===== src/rtl/rmw_pkg.sv =====
package rmw_pkg;

  localparam int WORD_W  = 32;
  localparam int ADDR_W  = 18;
  localparam int ROT_W   = $clog2(WORD_W);

  typedef struct packed {
    logic              src0_is_reg;
    logic              src1_is_reg;
    logic              add_mode;
    logic [ROT_W-1:0]  rot;
    logic [ADDR_W-1:0] dst;
  } rmw_ctrl_t;

  typedef enum logic [2:0] {
    ST_CTRL,
    ST_OP0,
    ST_OP1,
    ST_RD_DST,
    ST_RD_S0,
    ST_RD_S1,
    ST_WB,
    ST_DONE
  } rmw_state_e;

  function automatic rmw_ctrl_t decode_ctrl(input logic [WORD_W-1:0] w);
    rmw_ctrl_t c;
    c.src0_is_reg = w[31];
    c.src1_is_reg = w[30];
    c.add_mode    = w[29];
    c.rot         = w[28:24];
    c.dst         = w[ADDR_W-1:0];
    return c;
  endfunction

endpackage


===== src/rtl/rmw_regfile.sv =====
module rmw_regfile
  import rmw_pkg::*;
#(
  parameter int DEPTH = 16
) (
  input  logic              clk,
  input  logic              rst_n,
  input  logic [ADDR_W-1:0] rd_addr,
  output logic [WORD_W-1:0] rd_data,
  input  logic [ADDR_W-1:0] pr_addr,
  output logic [WORD_W-1:0] pr_data,
  input  logic              wr_en,
  input  logic [ADDR_W-1:0] wr_addr,
  input  logic [WORD_W-1:0] wr_data
);

  localparam int IDX_W = (DEPTH > 1) ? $clog2(DEPTH) : 1;
  localparam logic [ADDR_W-1:0] LIMIT = ADDR_W'(DEPTH);

  logic [WORD_W-1:0] mem [DEPTH];
  logic [DEPTH-1:0]  ent_we;
  logic              wr_in_range;

  assign wr_in_range = (wr_addr < LIMIT);

  always_comb begin
    for (int i = 0; i < DEPTH; i++) begin
      ent_we[i] = wr_en && wr_in_range && (wr_addr[IDX_W-1:0] == IDX_W'(i));
    end
  end

  always_ff @(posedge clk or negedge rst_n) begin
    if (!rst_n) begin
      for (int i = 0; i < DEPTH; i++) mem[i] <= '0;
    end else begin
      for (int i = 0; i < DEPTH; i++) begin
        if (ent_we[i]) mem[i] <= wr_data;
      end
    end
  end

  always_comb begin
    rd_data = '0;
    if (rd_addr < LIMIT) rd_data = mem[rd_addr[IDX_W-1:0]];
  end

  always_comb begin
    pr_data = '0;
    if (pr_addr < LIMIT) pr_data = mem[pr_addr[IDX_W-1:0]];
  end

  // at most one entry is touched by a write
  always_comb begin
    p_one_entry_written_r9: assert ($onehot0(ent_we));
  end

endmodule


===== src/rtl/rmw_alu.sv =====
module rmw_alu
  import rmw_pkg::*;
(
  input  logic [WORD_W-1:0] dst_val,
  input  logic [WORD_W-1:0] src0,
  input  logic [WORD_W-1:0] src1,
  input  logic [ROT_W-1:0]  rot,
  input  logic              add_mode,
  output logic [WORD_W-1:0] result
);

  logic [WORD_W-1:0] masked;
  logic [WORD_W-1:0] rotated;
  logic [ROT_W:0]    back_sh;

  assign masked  = dst_val & src0;
  assign back_sh = (ROT_W+1)'(WORD_W) - {1'b0, rot};
  assign rotated = (masked << rot) | (masked >> back_sh);

  always_comb begin
    if (add_mode) result = rotated + src1;
    else          result = rotated | src1;
  end

  always_comb begin
    p_rotate_keeps_ones_r3: assert ($countones(rotated) == $countones(masked));
    if (!add_mode) begin
      p_or_keeps_src1_r4: assert ((result & src1) == src1);
    end
  end

endmodule


===== src/rtl/rmw_ctrl.sv =====
module rmw_ctrl
  import rmw_pkg::*;
(
  input  logic              clk,
  input  logic              rst_n,
  input  logic              pkt_valid,
  output logic              pkt_ready,
  input  logic [WORD_W-1:0] pkt_data,
  output logic              done,
  output logic [ADDR_W-1:0] rf_rd_addr,
  input  logic [WORD_W-1:0] rf_rd_data,
  output logic              rf_wr_en,
  output logic [ADDR_W-1:0] rf_wr_addr,
  output logic [WORD_W-1:0] rf_wr_data,
  output logic [WORD_W-1:0] alu_dst,
  output logic [WORD_W-1:0] alu_src0,
  output logic [WORD_W-1:0] alu_src1,
  output logic [ROT_W-1:0]  alu_rot,
  output logic              alu_add,
  input  logic [WORD_W-1:0] alu_result
);

  rmw_state_e        state_q, state_d;
  rmw_ctrl_t         ctrl_q;
  logic [WORD_W-1:0] op0_q, op1_q, dst_q;
  logic [WORD_W-1:0] op0_d, op1_d, dst_d;
  logic              ctrl_en, op0_en, op1_en, dst_en;
  logic              accept;

  assign pkt_ready = (state_q == ST_CTRL) || (state_q == ST_OP0) || (state_q == ST_OP1);
  assign accept    = pkt_valid && pkt_ready;

  // next-state and operand capture selection
  always_comb begin
    state_d = state_q;
    ctrl_en = 1'b0;
    op0_en  = 1'b0;
    op1_en  = 1'b0;
    dst_en  = 1'b0;
    op0_d   = pkt_data;
    op1_d   = pkt_data;
    dst_d   = rf_rd_data;
    rf_rd_addr = ctrl_q.dst;
    unique case (state_q)
      ST_CTRL: if (accept) begin
        ctrl_en = 1'b1;
        state_d = ST_OP0;
      end
      ST_OP0: if (accept) begin
        op0_en  = 1'b1;
        state_d = ST_OP1;
      end
      ST_OP1: if (accept) begin
        op1_en  = 1'b1;
        state_d = ST_RD_DST;
      end
      ST_RD_DST: begin
        rf_rd_addr = ctrl_q.dst;
        dst_en     = 1'b1;
        state_d    = ST_RD_S0;
      end
      ST_RD_S0: begin
        rf_rd_addr = op0_q[ADDR_W-1:0];
        op0_d      = rf_rd_data;
        op0_en     = ctrl_q.src0_is_reg;
        state_d    = ST_RD_S1;
      end
      ST_RD_S1: begin
        rf_rd_addr = op1_q[ADDR_W-1:0];
        op1_d      = rf_rd_data;
        op1_en     = ctrl_q.src1_is_reg;
        state_d    = ST_WB;
      end
      ST_WB:   state_d = ST_DONE;
      ST_DONE: state_d = ST_CTRL;
      default: state_d = ST_CTRL;
    endcase
  end

  always_ff @(posedge clk or negedge rst_n) begin
    if (!rst_n) state_q <= ST_CTRL;
    else        state_q <= state_d;
  end

  always_ff @(posedge clk or negedge rst_n) begin
    if (!rst_n)       ctrl_q <= '0;
    else if (ctrl_en) ctrl_q <= decode_ctrl(pkt_data);
  end

  always_ff @(posedge clk or negedge rst_n) begin
    if (!rst_n)      op0_q <= '0;
    else if (op0_en) op0_q <= op0_d;
  end

  always_ff @(posedge clk or negedge rst_n) begin
    if (!rst_n)      op1_q <= '0;
    else if (op1_en) op1_q <= op1_d;
  end

  always_ff @(posedge clk or negedge rst_n) begin
    if (!rst_n)      dst_q <= '0;
    else if (dst_en) dst_q <= dst_d;
  end

  assign alu_dst    = dst_q;
  assign alu_src0   = op0_q;
  assign alu_src1   = op1_q;
  assign alu_rot    = ctrl_q.rot;
  assign alu_add    = ctrl_q.add_mode;

  assign rf_wr_en   = (state_q == ST_WB);
  assign rf_wr_addr = ctrl_q.dst;
  assign rf_wr_data = alu_result;
  assign done       = (state_q == ST_DONE);

  p_busy_after_last_word_r8: assert property (@(posedge clk) disable iff (!rst_n)
    (state_q == ST_OP1 && pkt_valid && pkt_ready) |=> !pkt_ready);

  p_done_after_write_r8: assert property (@(posedge clk) disable iff (!rst_n)
    rf_wr_en |=> (done && !pkt_ready));

  p_done_single_cycle_r8: assert property (@(posedge clk) disable iff (!rst_n)
    done |=> !done);

  p_write_once_r7: assert property (@(posedge clk) disable iff (!rst_n)
    rf_wr_en |=> !rf_wr_en);

endmodule


===== src/rtl/regfile_rmw_engine.sv =====
module regfile_rmw_engine
  import rmw_pkg::*;
#(
  parameter int DEPTH = 16
) (
  input  logic        clk,
  input  logic        rst_n,
  input  logic        pkt_valid,
  output logic        pkt_ready,
  input  logic [31:0] pkt_data,
  output logic        done,
  input  logic [17:0] probe_addr,
  output logic [31:0] probe_data
);

  logic [1:0]        rst_sync_q;
  logic              rst_n_int;

  logic [ADDR_W-1:0] rf_rd_addr, rf_wr_addr;
  logic [WORD_W-1:0] rf_rd_data, rf_wr_data;
  logic              rf_wr_en;
  logic [WORD_W-1:0] alu_dst, alu_src0, alu_src1, alu_result;
  logic [ROT_W-1:0]  alu_rot;
  logic              alu_add;

  // asynchronous assertion, synchronous release
  always_ff @(posedge clk or negedge rst_n) begin
    if (!rst_n) rst_sync_q <= 2'b00;
    else        rst_sync_q <= {rst_sync_q[0], 1'b1};
  end
  assign rst_n_int = rst_sync_q[1];

  rmw_ctrl u_ctrl (
    .clk        (clk),
    .rst_n      (rst_n_int),
    .pkt_valid  (pkt_valid),
    .pkt_ready  (pkt_ready),
    .pkt_data   (pkt_data),
    .done       (done),
    .rf_rd_addr (rf_rd_addr),
    .rf_rd_data (rf_rd_data),
    .rf_wr_en   (rf_wr_en),
    .rf_wr_addr (rf_wr_addr),
    .rf_wr_data (rf_wr_data),
    .alu_dst    (alu_dst),
    .alu_src0   (alu_src0),
    .alu_src1   (alu_src1),
    .alu_rot    (alu_rot),
    .alu_add    (alu_add),
    .alu_result (alu_result)
  );

  rmw_alu u_alu (
    .dst_val  (alu_dst),
    .src0     (alu_src0),
    .src1     (alu_src1),
    .rot      (alu_rot),
    .add_mode (alu_add),
    .result   (alu_result)
  );

  rmw_regfile #(.DEPTH(DEPTH)) u_rf (
    .clk     (clk),
    .rst_n   (rst_n_int),
    .rd_addr (rf_rd_addr),
    .rd_data (rf_rd_data),
    .pr_addr (probe_addr),
    .pr_data (probe_data),
    .wr_en   (rf_wr_en),
    .wr_addr (rf_wr_addr),
    .wr_data (rf_wr_data)
  );

endmodule


===== config.mk =====
export PLATFORM = sky130hd
export DESIGN_NAME = regfile_rmw_engine
export DESIGN_NICKNAME = d
export VERILOG_FILES = /design/src/rtl/rmw_pkg.sv /design/src/rtl/rmw_regfile.sv /design/src/rtl/rmw_alu.sv /design/src/rtl/rmw_ctrl.sv /design/src/rtl/regfile_rmw_engine.sv
export SDC_FILE = /design/constraint.sdc
export NUM_CORES = 2
export LEC_CHECK = 0
export BUFFER_PORTS_ARGS = -buffer_cell sky130_fd_sc_hd__buf_4
export CELL_PAD_IN_SITES_DETAIL_PLACEMENT = 0
export CELL_PAD_IN_SITES_GLOBAL_PLACEMENT = 1
export CORE_UTILIZATION = 45
export DETAILED_ROUTE_END_ITERATION = 12
export MAX_ROUTING_LAYER = met4
export PLACE_DENSITY_LB_ADDON = 0.1
export RECOVER_POWER = 50
export SLEW_MARGIN = 20
export SYNTH_ARGS = -nofsm -noshare
export SYNTH_HDL_FRONTEND = slang
export SYNTH_SLANG_ARGS = --single-unit
export TNS_END_PERCENT = 30

===== constraint.sdc =====
create_clock -name clk -period 28.4 [get_ports clk]
set_input_delay 4.26 -clock clk [delete_from_list [all_inputs] [get_ports clk]]
set_output_delay 4.26 -clock clk [all_outputs]
set_load 0.01 [all_outputs]

; Word-level counts from Yosys, hierarchy flattened
; Index checks and enable logic that the tools add are counted.
[classes]
n_eq_ne = 25
bitwise_logic = 5
n_shift = 2
n_lt_le_gt_ge = 5
n_mux = 21
n_addsub = 2
reduce_logical = 23
[ops]
columns = op, count
row1 = $mux W32, 9
row2 = $bmux W32 S4, 2
row3 = $or A32 B32 Y32, 2
row4 = $lt A18 B5 Y1 const B, 3
row5 = $pmux W18 S2, 1
row6 = $add A32 B32 Y32, 1
row7 = $and A32 B32 Y32, 1
row8 = $eq A4 B4 Y1 const B, 8
row9 = $shl A32 B5 Y32, 1
row10 = $shr A32 B6 Y32, 1
row11 = $pmux W3 S8, 1
row12 = $logic_and A1 B1 Y1, 18
row13 = $eq A4 B3 Y1 const B, 4
row14 = $eq A3 B3 Y1 const B, 4
row15 = $ge A5 B5 Y1 const B, 2
row16 = $not A4 Y5, 2
row17 = $mux W3, 3
row18 = $eq A4 B2 Y1 const B, 2
row19 = $eq A3 B2 Y1 const B, 2
row20 = $ne A2 B1 Y1 const B, 3
row21 = $sub A6 B5 Y6 const A, 1
row22 = $eq A4 B1 Y1 const B, 1
row23 = $logic_not A4 Y1, 1
row24 = $pmux W1 S2, 2
row25 = 5 further kinds, 8
[word_totals]
out_inout_bits = 34
reg_bits = 639
word_cells = 109
in_bits = 53

; Depth between registers and ports, before layout
[logic_depth]
word_depth = 8
ltp_mapped = 25
ltp_nobuf = 19

; Cells and area by module
; From an unflattened synthesis, not the netlist that was laid out.
[unflattened]
cells_unflattened = 3074
area_unflattened_um2 = 40555.1
[modules_own_cells]
columns = mod, n_inst, area_per_inst_um2, seq_area_each_um2, cells_per_inst
row1 = rmw_regfile, 1, 27286.2, 12812.3, 1692
row2 = rmw_alu, 1, 6850.3, 0.0, 904
row3 = rmw_ctrl, 1, 6364.9, 3128.0, 475
row4 = regfile_rmw_engine, 1, 53.8, 50.0, 3

; Worst setup path after synthesis
; OpenSTA, ideal clock, no wires.
[synth_timing]
path_kind = input to output
start = input probe_addr[0]
end = output probe_data[14]
t_arrival_ns = 6.242
path_stages = 5
required_ns = 24.140
path_buffers = 2
slack_ns = 17.898
cell_sequence = buf_2 buf_1 mux4_2 mux4_2 nor2b_1
[synth_via]
elab_chain_len = 5
word_cells_on_any_way = 6
classes_between = order compare: 1 / mux: 4 / bitwise: 1
[synth_rtl]
columns = element, line
row1 = "start, declared", regfile_rmw_engine.sv:12  ; input logic [17:0] probe_addr,
row2 = "parallel branches: the longest is 4 deep, another holds $lt A18 B5 Y1", --
row3 = $mux W32 (*), rmw_regfile.sv:49  ; if (pr_addr < LIMIT) pr_data = mem[pr_addr[IDX_W-1:0]];
row4 = "end, declared", regfile_rmw_engine.sv:13  ; output logic [31:0] probe_data
; Mark *: on every way between the ends. The select of a mux whose other input is x is not followed.

==> impl_metrics.toml <==
[logic_synthesis]
yosys_warnings = 0
netlist_area_um2 = 38100
synth_flop_cell = "dfrtp_1"
synth.top_cell.area_share_pct = 41.9
synthesis.nets = 3816
ys_seq_elements = 639
synth_edf_count = 0
synth_cells = 3698
async_flop_share_pct = 100
ys_types = 89
synth_area_leaders = "dfrtp_1 42%, mux4_2 18%, o21ai_0 5.7%, nand2_1 5.2%, mux2i_1 3.9%"
synth_seq_area_share_pct = 41.9
synth_area_per_cell_um2 = 10.3
synth_top_cell_by_area = "dfrtp_1"

[timing]
finClkSkew_ps = 32.8
setup_viol = 0
slew_headroom_pct = -264
min_period_ps = 12160
worst_pin_slew_ps = 5450
rsz0062_at_grt = "no"
clock.fmax_mhz = 82.2
post-route-period-util_pct = 42.8
hold_viol = 0
finalSetupTns_ps = 0
drv_slew = 700

[drt]
viasPerCell = 6.30
ant_nets = 0
wl_per_cell_um = 27.8
wirelength_um = 135000
drc = 0
vias = 30476
drt_pre_antenna_iters = 7
drt_iter0_drc = 3145

[cells_and_area]
area_delta_synth_final_pct = 11.0
final_common_cell = "dfrtp_1"
layout-drive-gt1-share_pct = 20.6
final_cells = 4837
layout_common_cells = "637 x dfrtp_1, 513 x nand2_1, 438 x o21ai_0"
finalNetCount = 3756

[cts]
cts_made_buffers = 76
cts.htree.levels = 3
ctsHoldBuffers = 0
clkSinkCount = 639
cts_resized = 0
clock_path_buffers = 3
cts_setup_buffers = 0
cts_tree = "yes"
cts_root_buf = "clkbuf_16"
clk_pin_slew_ps = 60
clk_latency_ps = 630

[placed_design]
place_inst = 4692
hpwlAfterDp_um = 90300
gp_congestion = 0.981
port_buffers = 86

[run_status]
violations = "capacitance limit, slew limit"
outcome = "finished, violations left"

[power]
vdd_drop_max_uv = 114
p_per_area_nw_per_um2 = 94.5
power_leakage_nw = 17.8

[floorplan]
rows = 106
die_w_um = 293
dieArea_um2 = 85900
ioPinCount = 87
core_um2 = 83800
start_util_pct = 45.5
die_y_um = 293

[global_routing]
grt_antenna_before_repair = 2
grt_pass1_vias = 29998
grt_start_max_net_pins = 181
grt_overflow = 0
grt_use_total_pct = 32.7
grt_pass1_wl_um = 202000

[setup_path]
worstPathMaxFanout = 101
cp_data_arrival_time_ps = 12030
required_ps = 28280
critPathKind = "reg -> async"
end_kind = "async pin"
critPathLaunchType = "register"

[job]
maxCapViolCount = 11

[min_path]
hp-class = "reg -> reg"
==> path summary, 6_finish.rpt <==
kind / endpoint / from / slack (ps) / depth (start not counted)
min reg2reg: rst_sync_q[1] / rst_sync_q[0] / 360 / 0
min: rst_sync_q[1] / rst_sync_q[0] / 360 / 0
max in group clk: probe_data[13] / probe_addr[0] / 16890 / 6
min in group asynchronous: u_rf.mem[33] / rst_sync_q[1] / 480 / 0
max reg2reg: u_ctrl.alu_src0[2] / rst_sync_q[1] / 16240 / 3
max: u_ctrl.alu_src0[2] / rst_sync_q[1] / 16240 / 3
==> synthesized netlist by cell type (5+ instances only) <==
cell,n
or3_1,12
nand4_1,12
o21ai_0,438
mux4_2,306
a211oi_1,8
buf_4,5
a21oi_1,209
and3_1,8
buf_2,73
buf_6,5
xor2_1,8
o21ai_2,10
nor2_1,371
o21ai_1,56
ha_1,64
nand2b_1,8
clkbuf_1,191
xnor2_1,16
o22ai_1,19
nand2_1,529
a21oi_2,21
nor3_1,13
nor4_1,12
mux2_2,53
a21o_1,16
nor2_2,5
o21a_1,44
o31ai_1,7
nand3_1,54
nor2b_1,36
dfrtp_1,639
a22o_1,8
a31oi_1,6
o31ai_2,10
a32oi_1,33
buf_1,35
o221ai_1,34
a221o_1,8
or2_2,7
and2_1,14
o211ai_1,6
inv_1,57
a211o_1,5
mux2i_1,150
nand3b_1,6
==> sequential cells by signal, indices dropped and copies added, names as in the netlist <==
register	count
u_rf.mem	512
u_ctrl.alu_dst	32
u_ctrl.alu_src0	32
u_ctrl.alu_src1	32
u_ctrl.rf_wr_addr	18
u_ctrl.alu_rot	5
u_ctrl.state_q	3
rst_sync_q	2
u_ctrl.ctrl_q	2
u_ctrl.alu_add	1
==> power by group <==
part | internal, mW | leakage, nW | switching [mW] | total [mW]
logic | 0.612 | 7.78 | 1.29 | 1.91
clock network | 0.621 | 1.29 | 0.412 | 1.03
registers | 0.978 | 8.74 | 0.0839 | 1.06
total | 2.21 | 17.8 | 1.79 | 4.00
==> per-layer routing <==
| layer | track usage [%] | vias up | routed length (µm) | share of wire [%] |
|---|---|---|---|---|
| met4 | 9.17 | 0 | 3760 | 2.8 |
| met1 | 44.7 | 15678 | 57800 | 43 |
| met3 | 6.14 | 227 | 10400 | 7.7 |
| met2 | 50.1 | 1226 | 62500 | 46 |
| met5 | - | - | 0 | 0 |
| li1 | - | 13345 | - | - |
==> worst max-delay path, stage by stage (launching register included) <==
cell and delay, ps:
dfrtp_1 1100, clkbuf_1 3300, clkbuf_1 4010, clkbuf_1 2790
==> metrics by stage <==
step	worst slack (ps)	util (%)	area, µm²	power (mW)	hold slack [ps]
3_3_place_gp	16920	47.4	39700	2.94	338
5_1_grt	14000	50.5	42300	4.21	363
2_1_floorplan	9270	-	38100	2.39	331
6_report	16240	50.5	42300	4.00	357
4_1_cts	16860	50.5	42300	3.99	363
3_5_place_dp	16850	47.4	39700	2.95	340
==> kinds of logic after synthesis <==
| family | count (synthesis) | synth area share, % |
|---|---|---|
| compound gates | 977 | 15.3 |
| flops | 639 | 41.9 |
| mux | 509 | 23.6 |
| xor+xnor | 27 | 0.679 |
| buf+inv | 372 | 4.10 |
| simple gates | 1108 | 12.2 |
| other cells | 1 | 0.00983 |
| fa+ha+maj | 65 | 2.15 |
==> area by class of cell <==
class                      count  area (µm²)
clock buffer                 100        2160
multi-input combinational   2687       20700
inverter                      60         225
antenna                        6        15.0
timing repair buffer         174        1300
sequential                   639       16000
tap                         1134        1420
fill                        7666       41500
clock inverter                37         475
No activity file was read; power rests on OpenSTA's default activity.
